==> config.mk <==
export PLATFORM = sky130hd
export DESIGN_NAME = keyed_watchdog
export DESIGN_NICKNAME = d
export VERILOG_FILES = /design/src/rtl/wdog_pkg.sv /design/src/rtl/wdog_regs.sv /design/src/rtl/wdog_fsm.sv /design/src/rtl/wdog_event.sv /design/src/rtl/keyed_watchdog.sv
export SDC_FILE = /design/constraint.sdc
export NUM_CORES = 1
export LEC_CHECK = 0
export ABC_CLOCK_PERIOD_IN_PS = 3100
export BUFFER_PORTS_ARGS = -buffer_cell sky130_fd_sc_hd__buf_2
export CAP_MARGIN = 10
export CORE_ASPECT_RATIO = 1.1
export CORE_MARGIN = 2
export CORE_UTILIZATION = 57
export CTS_BUF_LIST = sky130_fd_sc_hd__clkbuf_8
export CTS_CLUSTER_DIAMETER = 50
export DETAILED_ROUTE_END_ITERATION = 8
export PLACE_DENSITY = 0.8
export SETUP_SLACK_MARGIN = 0.3
export SYNTH_ARGS = -nofsm -noshare
export SYNTH_HDL_FRONTEND = slang
export SYNTH_SLANG_ARGS = --single-unit
export TNS_END_PERCENT = 50
==> constraint.sdc <==
create_clock -name clk -period 3.1 [get_ports clk]
set_clock_uncertainty 0.05 [all_clocks]
set_input_delay 0.155 -clock clk [delete_from_list [all_inputs] [get_ports clk]]
set_output_delay 0.155 -clock clk [all_outputs]
set_load 0.005 [all_outputs]
==> src/rtl/wdog_pkg.sv <==
package wdog_pkg;

    typedef enum logic [1:0] {
        ST_OFF     = 2'd0,
        ST_RUN     = 2'd1,
        ST_EXPIRED = 2'd2
    } wdog_state_t;

    // register addresses
    localparam logic [1:0] ADDR_CTRL = 2'd0;
    localparam logic [1:0] ADDR_TMO  = 2'd1;
    localparam logic [1:0] ADDR_STAT = 2'd2;

    // control word layout
    localparam int CTRL_W    = 16;
    localparam int FLAG_BIT  = 15;
    localparam int FIELD_LSB = 4;
    localparam int FIELD_W   = 8;
    localparam int SEL_LSB   = 1;
    localparam int SEL_W     = 2;
    localparam int NUM_EVT   = 3;

endpackage

==> src/rtl/wdog_regs.sv <==
module wdog_regs
    import wdog_pkg::*;
#(
    parameter int                 CNT_W       = 32,
    parameter logic [FIELD_W-1:0] OFF_KEY     = 8'hAD,
    parameter logic [CNT_W-1:0]   RST_TIMEOUT = 32'h0800_0000
) (
    input  logic             clk,
    input  logic             rst_n,
    input  logic             wr,
    input  logic [1:0]       addr,
    input  logic [CNT_W-1:0] wdata,
    input  logic             fire,
    input  logic [CNT_W-1:0] remain,
    output logic             en,
    output logic [SEL_W-1:0] sel,
    output logic             flag,
    output logic [CNT_W-1:0] period,
    output logic             kick,
    output logic [CNT_W-1:0] rdata
);

    localparam int FIELD_MSB = FIELD_LSB + FIELD_W - 1;
    localparam int SEL_MSB   = SEL_LSB + SEL_W - 1;

    logic [FIELD_W-1:0] field_q;
    logic [SEL_W-1:0]   sel_q;
    logic               flag_q;
    logic [CNT_W-1:0]   period_q;
    logic               wr_ctrl, wr_tmo;
    logic [CTRL_W-1:0]  ctrl_view;

    assign wr_ctrl = wr && (addr == ADDR_CTRL);
    assign wr_tmo  = wr && (addr == ADDR_TMO);
    assign kick    = wr && (addr == ADDR_STAT);
    assign en      = (field_q != OFF_KEY);
    assign sel     = sel_q;
    assign flag    = flag_q;
    assign period  = period_q;

    always_ff @(posedge clk or negedge rst_n) begin
        if (!rst_n) begin
            field_q <= OFF_KEY;
            sel_q   <= '0;
        end else if (wr_ctrl) begin
            field_q <= wdata[FIELD_MSB:FIELD_LSB];
            sel_q   <= wdata[SEL_MSB:SEL_LSB];
        end
    end

    always_ff @(posedge clk or negedge rst_n) begin
        if (!rst_n) begin
            flag_q <= 1'b0;
        end else if (fire) begin
            flag_q <= 1'b1;
        end else if (wr_ctrl && wdata[FLAG_BIT]) begin
            flag_q <= 1'b0;
        end
    end

    always_ff @(posedge clk or negedge rst_n) begin
        if (!rst_n) begin
            period_q <= RST_TIMEOUT;
        end else if (wr_tmo && !en) begin
            period_q <= wdata;
        end
    end

    always_comb begin
        ctrl_view = '0;
        ctrl_view[FLAG_BIT]            = flag_q;
        ctrl_view[FIELD_MSB:FIELD_LSB] = field_q;
        ctrl_view[SEL_MSB:SEL_LSB]     = sel_q;
    end

    always_comb begin
        unique case (addr)
            ADDR_CTRL: rdata = CNT_W'(ctrl_view);
            ADDR_TMO:  rdata = period_q;
            ADDR_STAT: rdata = remain;
            default:   rdata = '0;
        endcase
    end

    // a timeout write while enabled leaves the timeout untouched
    a_r9_tmo_locked: assert property (@(posedge clk) disable iff (!rst_n)
        (wr_tmo && en) |=> $stable(period_q));

    // expiry always leaves the flag set
    a_r5_flag_on_fire: assert property (@(posedge clk) disable iff (!rst_n)
        fire |=> flag_q);

    // a control write without bit 15 never clears the flag
    a_r7_flag_kept: assert property (@(posedge clk) disable iff (!rst_n)
        (flag_q && wr_ctrl && !wdata[FLAG_BIT]) |=> flag_q);

endmodule

==> src/rtl/wdog_fsm.sv <==
module wdog_fsm
    import wdog_pkg::*;
#(
    parameter int CNT_W = 32
) (
    input  logic             clk,
    input  logic             rst_n,
    input  logic             en,
    input  logic             kick,
    input  logic [CNT_W-1:0] period,
    output logic [CNT_W-1:0] remain,
    output logic             fire
);

    localparam logic [CNT_W-1:0] ONE = CNT_W'(1);

    wdog_state_t      state_q, state_d;
    logic [CNT_W-1:0] remain_q, remain_d;

    // state register
    always_ff @(posedge clk or negedge rst_n) begin
        if (!rst_n) begin
            state_q  <= ST_OFF;
            remain_q <= '0;
        end else begin
            state_q  <= state_d;
            remain_q <= remain_d;
        end
    end

    // next state and outputs
    always_comb begin
        state_d  = state_q;
        remain_d = remain_q;
        fire     = 1'b0;
        unique case (state_q)
            ST_OFF: begin
                if (en) begin                      // arm
                    state_d  = ST_RUN;
                    remain_d = period;
                end
            end
            ST_RUN: begin
                if (!en) begin                     // disarm
                    state_d = ST_OFF;
                end else if (kick) begin           // kick
                    remain_d = period;
                end else if (remain_q <= ONE) begin // fire
                    remain_d = '0;
                    state_d  = ST_EXPIRED;
                    fire     = 1'b1;
                end else begin
                    remain_d = remain_q - ONE;
                end
            end
            ST_EXPIRED: begin
                if (!en) begin                     // disarm
                    state_d = ST_OFF;
                end else if (kick) begin           // kick
                    state_d  = ST_RUN;
                    remain_d = period;
                end
            end
            default: begin
                state_d  = ST_OFF;
                remain_d = remain_q;
            end
        endcase
    end

    assign remain = remain_q;

    // while disabled the remaining count does not move
    a_r2_hold_when_off: assert property (@(posedge clk) disable iff (!rst_n)
        !en |=> $stable(remain_q));

    // steady countdown by one per clock
    a_r4_step_down: assert property (@(posedge clk) disable iff (!rst_n)
        (state_q == ST_RUN && en && !kick && remain_q > ONE)
        |=> (remain_q == $past(remain_q) - ONE));

    // expired count stays at zero until kicked or disabled
    a_r5_hold_zero: assert property (@(posedge clk) disable iff (!rst_n)
        (state_q == ST_EXPIRED && en && !kick) |=> (remain_q == '0));

    // a kick while enabled reloads the timeout
    a_r8_kick_reload: assert property (@(posedge clk) disable iff (!rst_n)
        (state_q != ST_OFF && en && kick) |=> (remain_q == $past(period)));

endmodule

==> src/rtl/wdog_event.sv <==
module wdog_event
    import wdog_pkg::*;
(
    input  logic               clk,
    input  logic               rst_n,
    input  logic               fire,
    input  logic [SEL_W-1:0]   sel,
    output logic [NUM_EVT-1:0] req
);

    logic [NUM_EVT-1:0] req_q;

    for (genvar gi = 0; gi < NUM_EVT; gi++) begin : g_evt
        always_ff @(posedge clk or negedge rst_n) begin
            if (!rst_n) begin
                req_q[gi] <= 1'b0;
            end else begin
                req_q[gi] <= fire && (sel == SEL_W'(gi));
            end
        end
    end

    assign req = req_q;

    // never more than one event line at once
    a_r6_onehot: assert property (@(posedge clk) disable iff (!rst_n)
        $onehot0(req_q));

    // each event is a single-cycle pulse
    a_r5_one_cycle: assert property (@(posedge clk) disable iff (!rst_n)
        (req_q != '0) |=> (req_q == '0));

endmodule

==> src/rtl/keyed_watchdog.sv <==
module keyed_watchdog
    import wdog_pkg::*;
#(
    parameter int                 CNT_W       = 32,
    parameter logic [FIELD_W-1:0] OFF_KEY     = 8'hAD,
    parameter logic [CNT_W-1:0]   RST_TIMEOUT = 32'h0800_0000
) (
    input  logic             clk,
    input  logic             rst_n,
    input  logic             bus_wr,
    input  logic [1:0]       bus_addr,
    input  logic [CNT_W-1:0] bus_wdata,
    output logic [CNT_W-1:0] bus_rdata,
    output logic             rst_req,
    output logic             nmi_req,
    output logic             irq_req,
    output logic             expired
);

    logic               en, kick, fire, flag;
    logic [SEL_W-1:0]   sel;
    logic [CNT_W-1:0]   period, remain;
    logic [NUM_EVT-1:0] req;

    wdog_regs #(
        .CNT_W       (CNT_W),
        .OFF_KEY     (OFF_KEY),
        .RST_TIMEOUT (RST_TIMEOUT)
    ) u_regs (
        .clk    (clk),
        .rst_n  (rst_n),
        .wr     (bus_wr),
        .addr   (bus_addr),
        .wdata  (bus_wdata),
        .fire   (fire),
        .remain (remain),
        .en     (en),
        .sel    (sel),
        .flag   (flag),
        .period (period),
        .kick   (kick),
        .rdata  (bus_rdata)
    );

    wdog_fsm #(
        .CNT_W (CNT_W)
    ) u_fsm (
        .clk    (clk),
        .rst_n  (rst_n),
        .en     (en),
        .kick   (kick),
        .period (period),
        .remain (remain),
        .fire   (fire)
    );

    wdog_event u_evt (
        .clk   (clk),
        .rst_n (rst_n),
        .fire  (fire),
        .sel   (sel),
        .req   (req)
    );

    assign rst_req = req[0];
    assign nmi_req = req[1];
    assign irq_req = req[2];
    assign expired = flag;

    // an event pulse coincides with the flag being set
    a_r5_evt_with_flag: assert property (@(posedge clk) disable iff (!rst_n)
        (rst_req || nmi_req || irq_req) |-> expired);

endmodule

* Word level (Yosys, flattened, before mapping) *
Cells that the tools add are included.

word-level totals
  register bits = 80
  input bits = 37
  output and inout bits = 36

cells by class
  $add $sub $neg = 1
  order comparisons = 1
  eq/ne operators = 14
  mux-type cells = 21
  reduce and logical (&&, ||, !) cells = 16

operators with widths
  kind                                                                                count
  32-bit two-way mux                                                                  6
  32-bit case mux with 3 select lines                                                 2
  32-bit by 1-bit less-or-equal comparator with 1-bit output (second input constant)  1
  32-bit by 1-bit subtractor with 32-bit output (second input constant)               1
  2-bit two-way mux                                                                   6
  3-bit inequality test (second input constant)                                       3
  1-bit logical AND                                                                   8
  8-bit inequality test (second input constant)                                       1
  2-bit by 1-bit equality test with 1-bit output (second input constant)              3
  2-bit equality test (second input constant)                                         3
  2-bit logical NOT                                                                   3
  1-bit two-way mux                                                                   6
  2-bit by 1-bit inequality test with 1-bit output (second input constant)            3
  2-bit case mux with 3 select lines                                                  1
  5-bit AND reduction                                                                 1
  4-bit AND reduction                                                                 1
  3-bit nonzero test                                                                  1
  2-bit inequality test (second input constant)                                       1
  2-bit nonzero test                                                                  1
  1-bit logical NOT                                                                   1

* Logic depth before layout (Yosys ltp) *
Gate-level depths: netlist (run 1).

  depth in word-level cells = 6
  depth in mapped cells = 9
  mapped depth without buffers = 7

* By module *
From an unflattened synthesis (run 1), not the netlist that was laid out.

second synthesis, totals
  cell total of the unflattened synthesis = 439
  area total of the unflattened synthesis = 4618.2 µm²

modules (own cells, without submodules)
  module      instances  cells an instance  area an instance (µm²)
  wdog_fsm    1          268                2262.2
  wdog_regs   1          165                2250.9
  wdog_event  1          6                  105.1

* Worst setup path after synthesis (run 1) *
Ideal clock, no wire load.

  path type = register to register
  start = register u_fsm.remain_q[9], in the netlist u_fsm.remain[9]
  end = register u_fsm.remain_q[31], in the netlist u_fsm.remain[31]
  library setup time = 0.124 ns
  data arrival time = 2.465 ns
  path slack = 0.461 ns
  cell stages (with the launch flop) = 9
  clock period less this slack = 2.639 ns
  cells stage by stage = dfrtp_1 or4_1 buf_2 or4_4 buf_6 or2_1 buf_6 o2111a_1 a211o_1

on the way
  longest elaborated chain between the ends = 5
  elaborated cells between the ends (all ways) = 6

RTL lines
  what                                                                                                                         line                            text
  start: declaration                                                                                                           wdog_fsm.sv:18                  logic [CNT_W-1:0] remain_q, remain_d;
  start signal: assignment                                                                                                     wdog_fsm.sv:27                  remain_q <= remain_d;
  32-bit by 1-bit subtractor with 32-bit output or 32-bit by 1-bit less-or-equal comparator with 1-bit output (tied branches)  wdog_fsm.sv:53, wdog_fsm.sv:48
  32-bit two-way mux (*)                                                                                                       wdog_fsm.sv:48                  end else if (remain_q <= ONE) begin
  32-bit two-way mux (*)                                                                                                       wdog_fsm.sv:46                  end else if (kick) begin
  32-bit two-way mux (*)                                                                                                       wdog_fsm.sv:44                  if (!en) begin
  32-bit case mux with 3 select lines (*)                                                                                      wdog_fsm.sv:36                  unique case (state_q)

Mark *: on every way between the ends. The rest lies on a longest branch, timed or not. The select of a mux whose other input is x is not followed.
A chain may end at the register's enable or synchronous reset.

* Worst setup path in the final report (run 1) *
Same ends and word-level chain as after synthesis.

==> results of run 1 <==
[worst max-delay path, stage by stage, from the launching register on]
cell	delay, ps
sky130_fd_sc_hd__dfrtp_1	440
sky130_fd_sc_hd__or4_1	700
sky130_fd_sc_hd__or4_4	610
sky130_fd_sc_hd__or2_1	350
sky130_fd_sc_hd__o2111a_1	260
sky130_fd_sc_hd__a211o_1	270
[layer usage]
layer,wire (microns),share of wire (%),vias to the layer above
met3,735,6.0,31
li1,-,-,1913
met4,274,2.2,0
met2,6150,50,206
met5,0,0,-
met1,5050,41,2027
[cell usage in the layout (no fill, tap or decap), drive strengths merged, types with 11 or more instances in the layout]
| master | synthesis | final |
|---|---|---|
| buf | 10 | 88 |
| dfrtp | 74 | 74 |
| nand2 | 46 | 46 |
| mux2 | 42 | 42 |
| dlygate4sd3 | 0 | 33 |
| a22o | 24 | 24 |
| o21ai | 18 | 18 |
| o221ai | 17 | 17 |
| a22oi | 15 | 15 |
| nor2 | 14 | 14 |
| o31ai | 14 | 14 |
| mux2i | 12 | 12 |
| nor3 | 12 | 12 |
| inv | 9 | 11 |
[final cells by class]
type	count	area, sq um	share of cell area [%]
clock buffers	9	124	2.24
clock inverters	7	65.1	1.17
inverters	9	33.8	0.610
multi-input cells	319	2350	42.4
flip-flops and latches	80	2010	36.3
well taps	108	135	2.44
repair buffers	121	826	14.9
[flip-flops by register name, summed over array words and instances (netlist names)]
name,flops
u_regs.sel,2
u_regs.flag,1
u_fsm.state_q,2
u_regs.period,32
u_evt.req,3
u_regs.field_q,8
u_fsm.remain,32
[what timing repair did]
action / CTS / global route
hold buffers: 33 / 0
setup buffers: 0 / 0
endpoints found under the setup margin: 0 / 15
gates resized for setup: 0 / 3
hold endpoints to repair: 114 / 0
[worst max-delay path by stage]
| stage | startpoint | cells past startpoint | end |
|---|---|---|---|
| 2_1_floorplan | u_fsm.remain[9]$_DFFE_PN0P_ | 8 | u_fsm.remain[31]$_DFFE_PN0P_ |
| 3_3_place_gp | u_fsm.remain[9]$_DFFE_PN0P_ | 5 | u_fsm.remain[31]$_DFFE_PN0P_ |
| 3_5_place_dp | u_fsm.remain[1]$_DFFE_PN0P_ | 8 | u_fsm.remain[26]$_DFFE_PN0P_ |
| 4_1_cts | u_fsm.remain[9]$_DFFE_PN0P_ | 5 | u_fsm.remain[31]$_DFFE_PN0P_ |
| 5_1_grt | u_fsm.remain[9]$_DFFE_PN0P_ | 5 | u_fsm.remain[31]$_DFFE_PN0P_ |
| 6_report | u_fsm.remain[9]$_DFFE_PN0P_ | 5 | u_fsm.remain[31]$_DFFE_PN0P_ |
[synth_stat cells (5+ instances only)]
library cell,count
sky130_fd_sc_hd__o21ai_0,18
sky130_fd_sc_hd__o221ai_1,17
sky130_fd_sc_hd__or3_1,9
sky130_fd_sc_hd__a22o_1,24
sky130_fd_sc_hd__nor2_1,14
sky130_fd_sc_hd__nand2_1,46
sky130_fd_sc_hd__nand3_1,8
sky130_fd_sc_hd__nor4_1,8
sky130_fd_sc_hd__a31oi_1,7
sky130_fd_sc_hd__o31ai_1,14
sky130_fd_sc_hd__nor3_1,12
sky130_fd_sc_hd__mux2_2,42
sky130_fd_sc_hd__a21oi_1,6
sky130_fd_sc_hd__clkbuf_1,30
sky130_fd_sc_hd__o22ai_1,5
sky130_fd_sc_hd__dfrtp_1,74
sky130_fd_sc_hd__a22oi_1,15
sky130_fd_sc_hd__mux2i_1,12
sky130_fd_sc_hd__dfstp_2,6
sky130_fd_sc_hd__and2_1,6
sky130_fd_sc_hd__inv_1,9
[cells by family (layout without fill, tap and decap cells)]
logic type      count (synthesis)  in the layout
mux                            54             54
buf+inv                        49            146
simple gates                  132            132
compound gates                131            131
fa+ha+maj                       2              2
flops                          80             80
[where the power goes]
part           switching [mW]  internal, mW  leakage [nW]  total (mW)
Sequential              0.277          1.26          1.06        1.53
Clock                   0.391         0.365        0.0938       0.756
Combinational            1.01         0.723          1.38        1.73
==> key figures, run 1 <==
Synth
  – Syn nets: 487
  – Cell variety after synth: 55
  – Synthesized-area fraction occupied by ao, oa, aoi and oai cells: 22.1%
  – Prevailing post-synth register cell: sky130_fd_sc_hd__dfrtp_1
  – Share of synthesized cell area in full adder, half adder and majority cells: 0.553%
  – Share of Yosys cell area claimed by the top area cell type: 40.9%
  – Post-synthesis share of cell area spent on xor and xnor gates: 0%
  – Portion of netlist area occupied by mux cells: 13.1%
  – Dominant combinational cell family by area after synthesis: compound AO/OA/AOI/OAI gates
  – Fraction of the mapped netlist area in simple logic gates: 15.3%
  – Seq/Total Area, Yosys: 44.4%
  – Avg Inst Size Synth: 10.1 sq um
  – Yosys reg bits: 80
  – Post-Syn Area: 4530 sq um
  – Number of enable flip-flop cells after synthesis: 0
  – Most area-consuming cells after synthesis: sky130_fd_sc_hd__dfrtp_1, sky130_fd_sc_hd__mux2_2, sky130_fd_sc_hd__a22o_1, sky130_fd_sc_hd__nand2_1, sky130_fd_sc_hd__dfstp_2
  – Number of standard cells after synthesis: 448
  – Post-synthesis cell type with the largest combined area: sky130_fd_sc_hd__dfrtp_1
  – Yosys warning total: 0
  – Post-synth ARST share: 100%

Global routing
  – Maximum number of pins on one net before global-route repair: 81
  – Vias in the first global route: 4184
  – First-pass GRT wire length: 20300 microns
  – Met1 Usage GRT: 38.7%
  – Gr ovfl total: 0
  – Peak-usage layer in the global routing report: met2
  – Gr usage total: 29.6%
  – Global routing usage on met2: 48.5%
  – Global Route met3 Usage: 5.18%
  – Initial antenna violation count: 0

Worst hold path
  – Worst Min Path Start: bus_wdata[11]
  – Hold Path Sink: u_regs.period[11]$_DFFE_PN0P_
  – Number of stages on the worst hold path: 2
  – Worst hold path type: in -> reg

Clock tree
  – Clock tree from TritonCTS: built
  – Insertion delay of the later-clocked pin in the worst-skew pair: 360 ps
  – Count of H-tree levels built during CTS: 3
  – Clock transition at the register clock pins on the worst setup and hold paths after CTS: 80 ps
  – CTS max path bufs: 2
  – CTS root buffer: sky130_fd_sc_hd__clkbuf_8
  – Clock sink count: 80
  – Number of CTS-inserted buffers: 9

Route
  – Final WL: 12200 microns
  – Remaining number of nets flagged by the antenna check after routing: 0
  – Via total after detailed routing: 4177
  – DRC violations left: 0
  – Vias per cell: 6.40
  – Iteration count of the initial detailed-routing pass: 8
  – Post-detailed-route wirelength per cell: 18.7 microns
  – DR iter-0 viols: 399

Floorplanning
  – I/O pin count: 73
  – DIE WIDTH: 89.0 microns
  – Y dimension of the die: 97.5 microns
  – Area of the core region: 7830 sq um
  – Die Area: 8670 sq um
  – Effective utilization at floorplan: 57.8%
  – Core Rows: 34

Job
  – Total of max-cap violations: 0

Final layout
  – Layout cell share with drive strength beyond 1: 30.1%
  – N_diodes: 0
  – Filler Cell Count: 627
  – Final Instance Count excl. Fillers: 653
  – Fraction of the core area covered by cells at the end of the flow: 70.8%
  – Net count reported at finish: 579
  – Layout-stage area growth over the synthesis result: 22.4%
  – Post-route cell area: 5540 sq um

Timing
  – Number of setup violations in the final report: 0
  – Top achievable clock speed: 0.360 GHz
  – Summed negative setup slack over all endpoints: 0 ps
  – Post-route fraction of the period consumed by the critical path: 89.5%
  – Actual slew at the worst max-slew pin: 1020 ps
  – Max transition margin: 32.3%
  – Period minus WS final: 2780 ps
  – Count of pins over their slew limit: 0
  – Minimum setup slack in the final design: 324 ps
  – RSZ-0062 raised after global routing: true
  – Number of hold-slack violations in the final timing report: 0
  – Min Hold Slack: 10.3 ps

Pwr
  – Power per Cell Area: 726 nW/um^2
  – Leak pwr: 2.53 nW
  – Peak supply drop: 0.509 mV
  – Pwr Total: 4.02 mW

Critical path
  – Kind of start point of the critical path: flop
  – Data arrival time of the worst path: 2970 ps
  – Crit path kind: reg -> reg
  – Depth of the worst register-to-register path: 5
  – RR Startpoint: u_fsm.remain[9]$_DFFE_PN0P_
  – Endpoint kind of the worst setup timing path: flop
  – Critical path data required time: 3290 ps
  – CP max FO: 9
  – Worst setup slack for register-to-register paths: 320 ps
  – Endpoint of the most critical register-to-register path: u_fsm.remain[31]$_DFFE_PN0P_

Placement
  – Number of port buffers: 72
  – # placed instances: 604
  – DP Worst Slack: 364 ps
  – Placer Congestion: 0.906
  – Area after DPL: 5010 sq um
  – Detailed placer's ending HPWL: 7930 microns

Status
  – Result of the run: complete, no violations
No activity file was read; power rests on OpenSTA's default activity.
==> run 2: changes to the inputs <==
- CELL_PAD_IN_SITES_DETAIL_PLACEMENT: not set -> 1
- CELL_PAD_IN_SITES_GLOBAL_PLACEMENT: not set -> 1
- CORE_MARGIN: 2 -> 1
- CORE_UTILIZATION: 57 -> 46
- GPL_TIMING_DRIVEN: not set -> 0
- PLACE_DENSITY: 0.8 -> not set
- PLACE_DENSITY_LB_ADDON: not set -> 0.1
==> key figures, run 2 (synthesis results as in run 1) <==
Clock tree
  – CTS max path bufs: 2
  – Insertion delay of the later-clocked pin in the worst-skew pair: 360 ps
  – Count of H-tree levels built during CTS: 3
  – Clock tree from TritonCTS: built
  – Clock transition at the register clock pins on the worst setup and hold paths after CTS: 80 ps
  – Clock sink count: 80
  – CTS root buffer: sky130_fd_sc_hd__clkbuf_8
  – Number of CTS-inserted buffers: 9

Critical path
  – Data arrival time of the worst path: 3040 ps
  – Endpoint of the most critical register-to-register path: u_fsm.remain[19]$_DFFE_PN0P_
  – Depth of the worst register-to-register path: 7
  – Worst setup slack for register-to-register paths: 300 ps
  – Critical-path cell list: or4_4 > buf_8 > buf_4 > or2_2 > or4_1 > o41a_1 > o22ai_1
  – Slowest stage cell, crit path: sky130_fd_sc_hd__or4_1
  – CP max FO: 6
  – Launching instance or port of the critical path: u_fsm.remain[9]$_DFFE_PN0P_
  – Slowest Stage Delay on Critical Path: 570 ps
  – Kind of start point of the critical path: flop
  – Endpoint kind of the worst setup timing path: flop
  – Critical path data required time: 3340 ps
  – Crit path kind: reg -> reg
  – RR Startpoint: u_fsm.remain[9]$_DFFE_PN0P_

Floorplanning
  – I/O pin count: 73
  – Y dimension of the die: 106 microns
  – Die Area: 10200 sq um
  – Area of the core region: 9440 sq um
  – DIE WIDTH: 96.6 microns
  – Core Rows: 37
  – Effective utilization at floorplan: 47.9%

Timing
  – Post-route fraction of the period consumed by the critical path: 90.3%
  – Min Hold Slack: 7.05 ps
  – Period minus WS final: 2800 ps
  – Summed negative setup slack over all endpoints: 0 ps
  – Count of pins over their slew limit: 0
  – Max transition margin: 48.9%
  – Top achievable clock speed: 0.357 GHz
  – Number of setup violations in the final report: 0
  – Number of hold-slack violations in the final timing report: 0
  – RSZ-0062 raised after global routing: true
  – Minimum setup slack in the final design: 302 ps
  – Actual slew at the worst max-slew pin: 766 ps

Route
  – Via total after detailed routing: 4450
  – Final WL: 16300 microns
  – DRC violations left: 0
  – Vias per cell: 6.38
  – Post-detailed-route wirelength per cell: 23.3 microns
  – Iteration count of the initial detailed-routing pass: 5
  – DR iter-0 viols: 347
  – Remaining number of nets flagged by the antenna check after routing: 0

Global routing
  – Initial antenna violation count: 0
  – Maximum number of pins on one net before global-route repair: 45
  – Vias in the first global route: 4712
  – First-pass GRT wire length: 24800 microns
  – Gr usage total: 32.6%
  – Gr ovfl total: 0

Final layout
  – Fraction of the core area covered by cells at the end of the flow: 61.5%
  – N_diodes: 0
  – Layout-stage area growth over the synthesis result: 28.2%
  – Net count reported at finish: 614
  – Most common cell after layout, fill and taps aside: sky130_fd_sc_hd__buf_2
  – Commonest cells after routing, fill and taps aside: sky130_fd_sc_hd__buf_2, sky130_fd_sc_hd__dfrtp_1, sky130_fd_sc_hd__nand2_1, sky130_fd_sc_hd__mux2_2, sky130_fd_sc_hd__dlygate4sd3_1
  – Post-route cell area: 5810 sq um
  – Final Instance Count excl. Fillers: 697
  – Layout cell share with drive strength beyond 1: 31.2%

Placement
  – # placed instances: 637
  – DP Worst Slack: -431 ps
  – Area after DPL: 5060 sq um
  – Placer Congestion: 0.894
  – Number of port buffers: 71
  – Detailed placer's ending HPWL: 11000 microns

Worst hold path
  – Number of stages on the worst hold path: 2
  – Hold Path Sink: u_regs.period[15]$_DFFE_PN0P_
  – Worst Min Path Start: bus_wdata[15]
  – Worst hold path type: in -> reg

Job
  – Total of max-cap violations: 0

Status
  – Result of the run: complete, no violations

Pwr
  – Peak supply drop: 0.451 mV
  – Leak pwr: 2.64 nW
  – Pwr Total: 4.59 mW
  – Power per Cell Area: 791 nW/um^2
[run 2: cell count changes in the layout (fill, tap and decap cells not counted), sizes merged]
cell / previous run / this run
bufinv: 1 / 2
clkbuf: 9 / 42
inv: 11 / 12
buf: 88 / 91
clkinvlp: 3 / 0
[run 2: how the worst max path moves through the flow]
stage / endpoint / slack, ps / cells after the start
global placement: u_fsm.remain[30]$_DFFE_PN0P_ / -270 / 7
global route: u_fsm.remain[17]$_DFFE_PN0P_ / 160 / 8
detailed placement: u_fsm.remain[30]$_DFFE_PN0P_ / -430 / 7
floorplan: u_fsm.remain[31]$_DFFE_PN0P_ / 460 / 8
CTS: u_fsm.remain[31]$_DFFE_PN0P_ / 260 / 7
finish: u_fsm.remain[19]$_DFFE_PN0P_ / 300 / 7
[run 2: layout make-up]
| class | count | area (sq um) |
|---|---|---|
| fill | 1077 | 3640 |
| clock buffer | 10 | 138 |
| sequential | 80 | 2010 |
| inverter | 9 | 33.8 |
| multi-input combinational | 319 | 2400 |
| timing repair buffer | 116 | 798 |
| clock inverter | 6 | 76.3 |
| buffer | 40 | 195 |
| tap | 117 | 146 |
[run 2: what timing repair did]
item	in CTS	in global routing
gates resized for setup	10	27
endpoints found under the hold margin	74	0
hold buffers	33	0
setup buffers	0	11
pin swaps	0	4
endpoints found under the setup margin	38	43
gates cloned	0	0
[run 2: routing by layer]
metal | part of all wire, % | global-route usage (%) | vias to the layer above
li1 | - | - | 1969
met1 | 39 | 39.5 | 2241
met2 | 51 | 56.3 | 195
met3 | 5.4 | 5.22 | 45
met4 | 4.0 | 13.6 | 0
met5 | 0 | 0 | -
[run 2: power by group]
part | internal, mW | total [mW] | switching [mW]
logic | 0.911 | 2.20 | 1.29
registers | 1.26 | 1.53 | 0.272
clock network | 0.467 | 0.865 | 0.399
[run 2: critical path: cells and delay by family (launching register included)]
family          cells  cell delay, ps
simple gates        3            1430
buf+inv             2             290
compound gates      2             500
flops               1             450
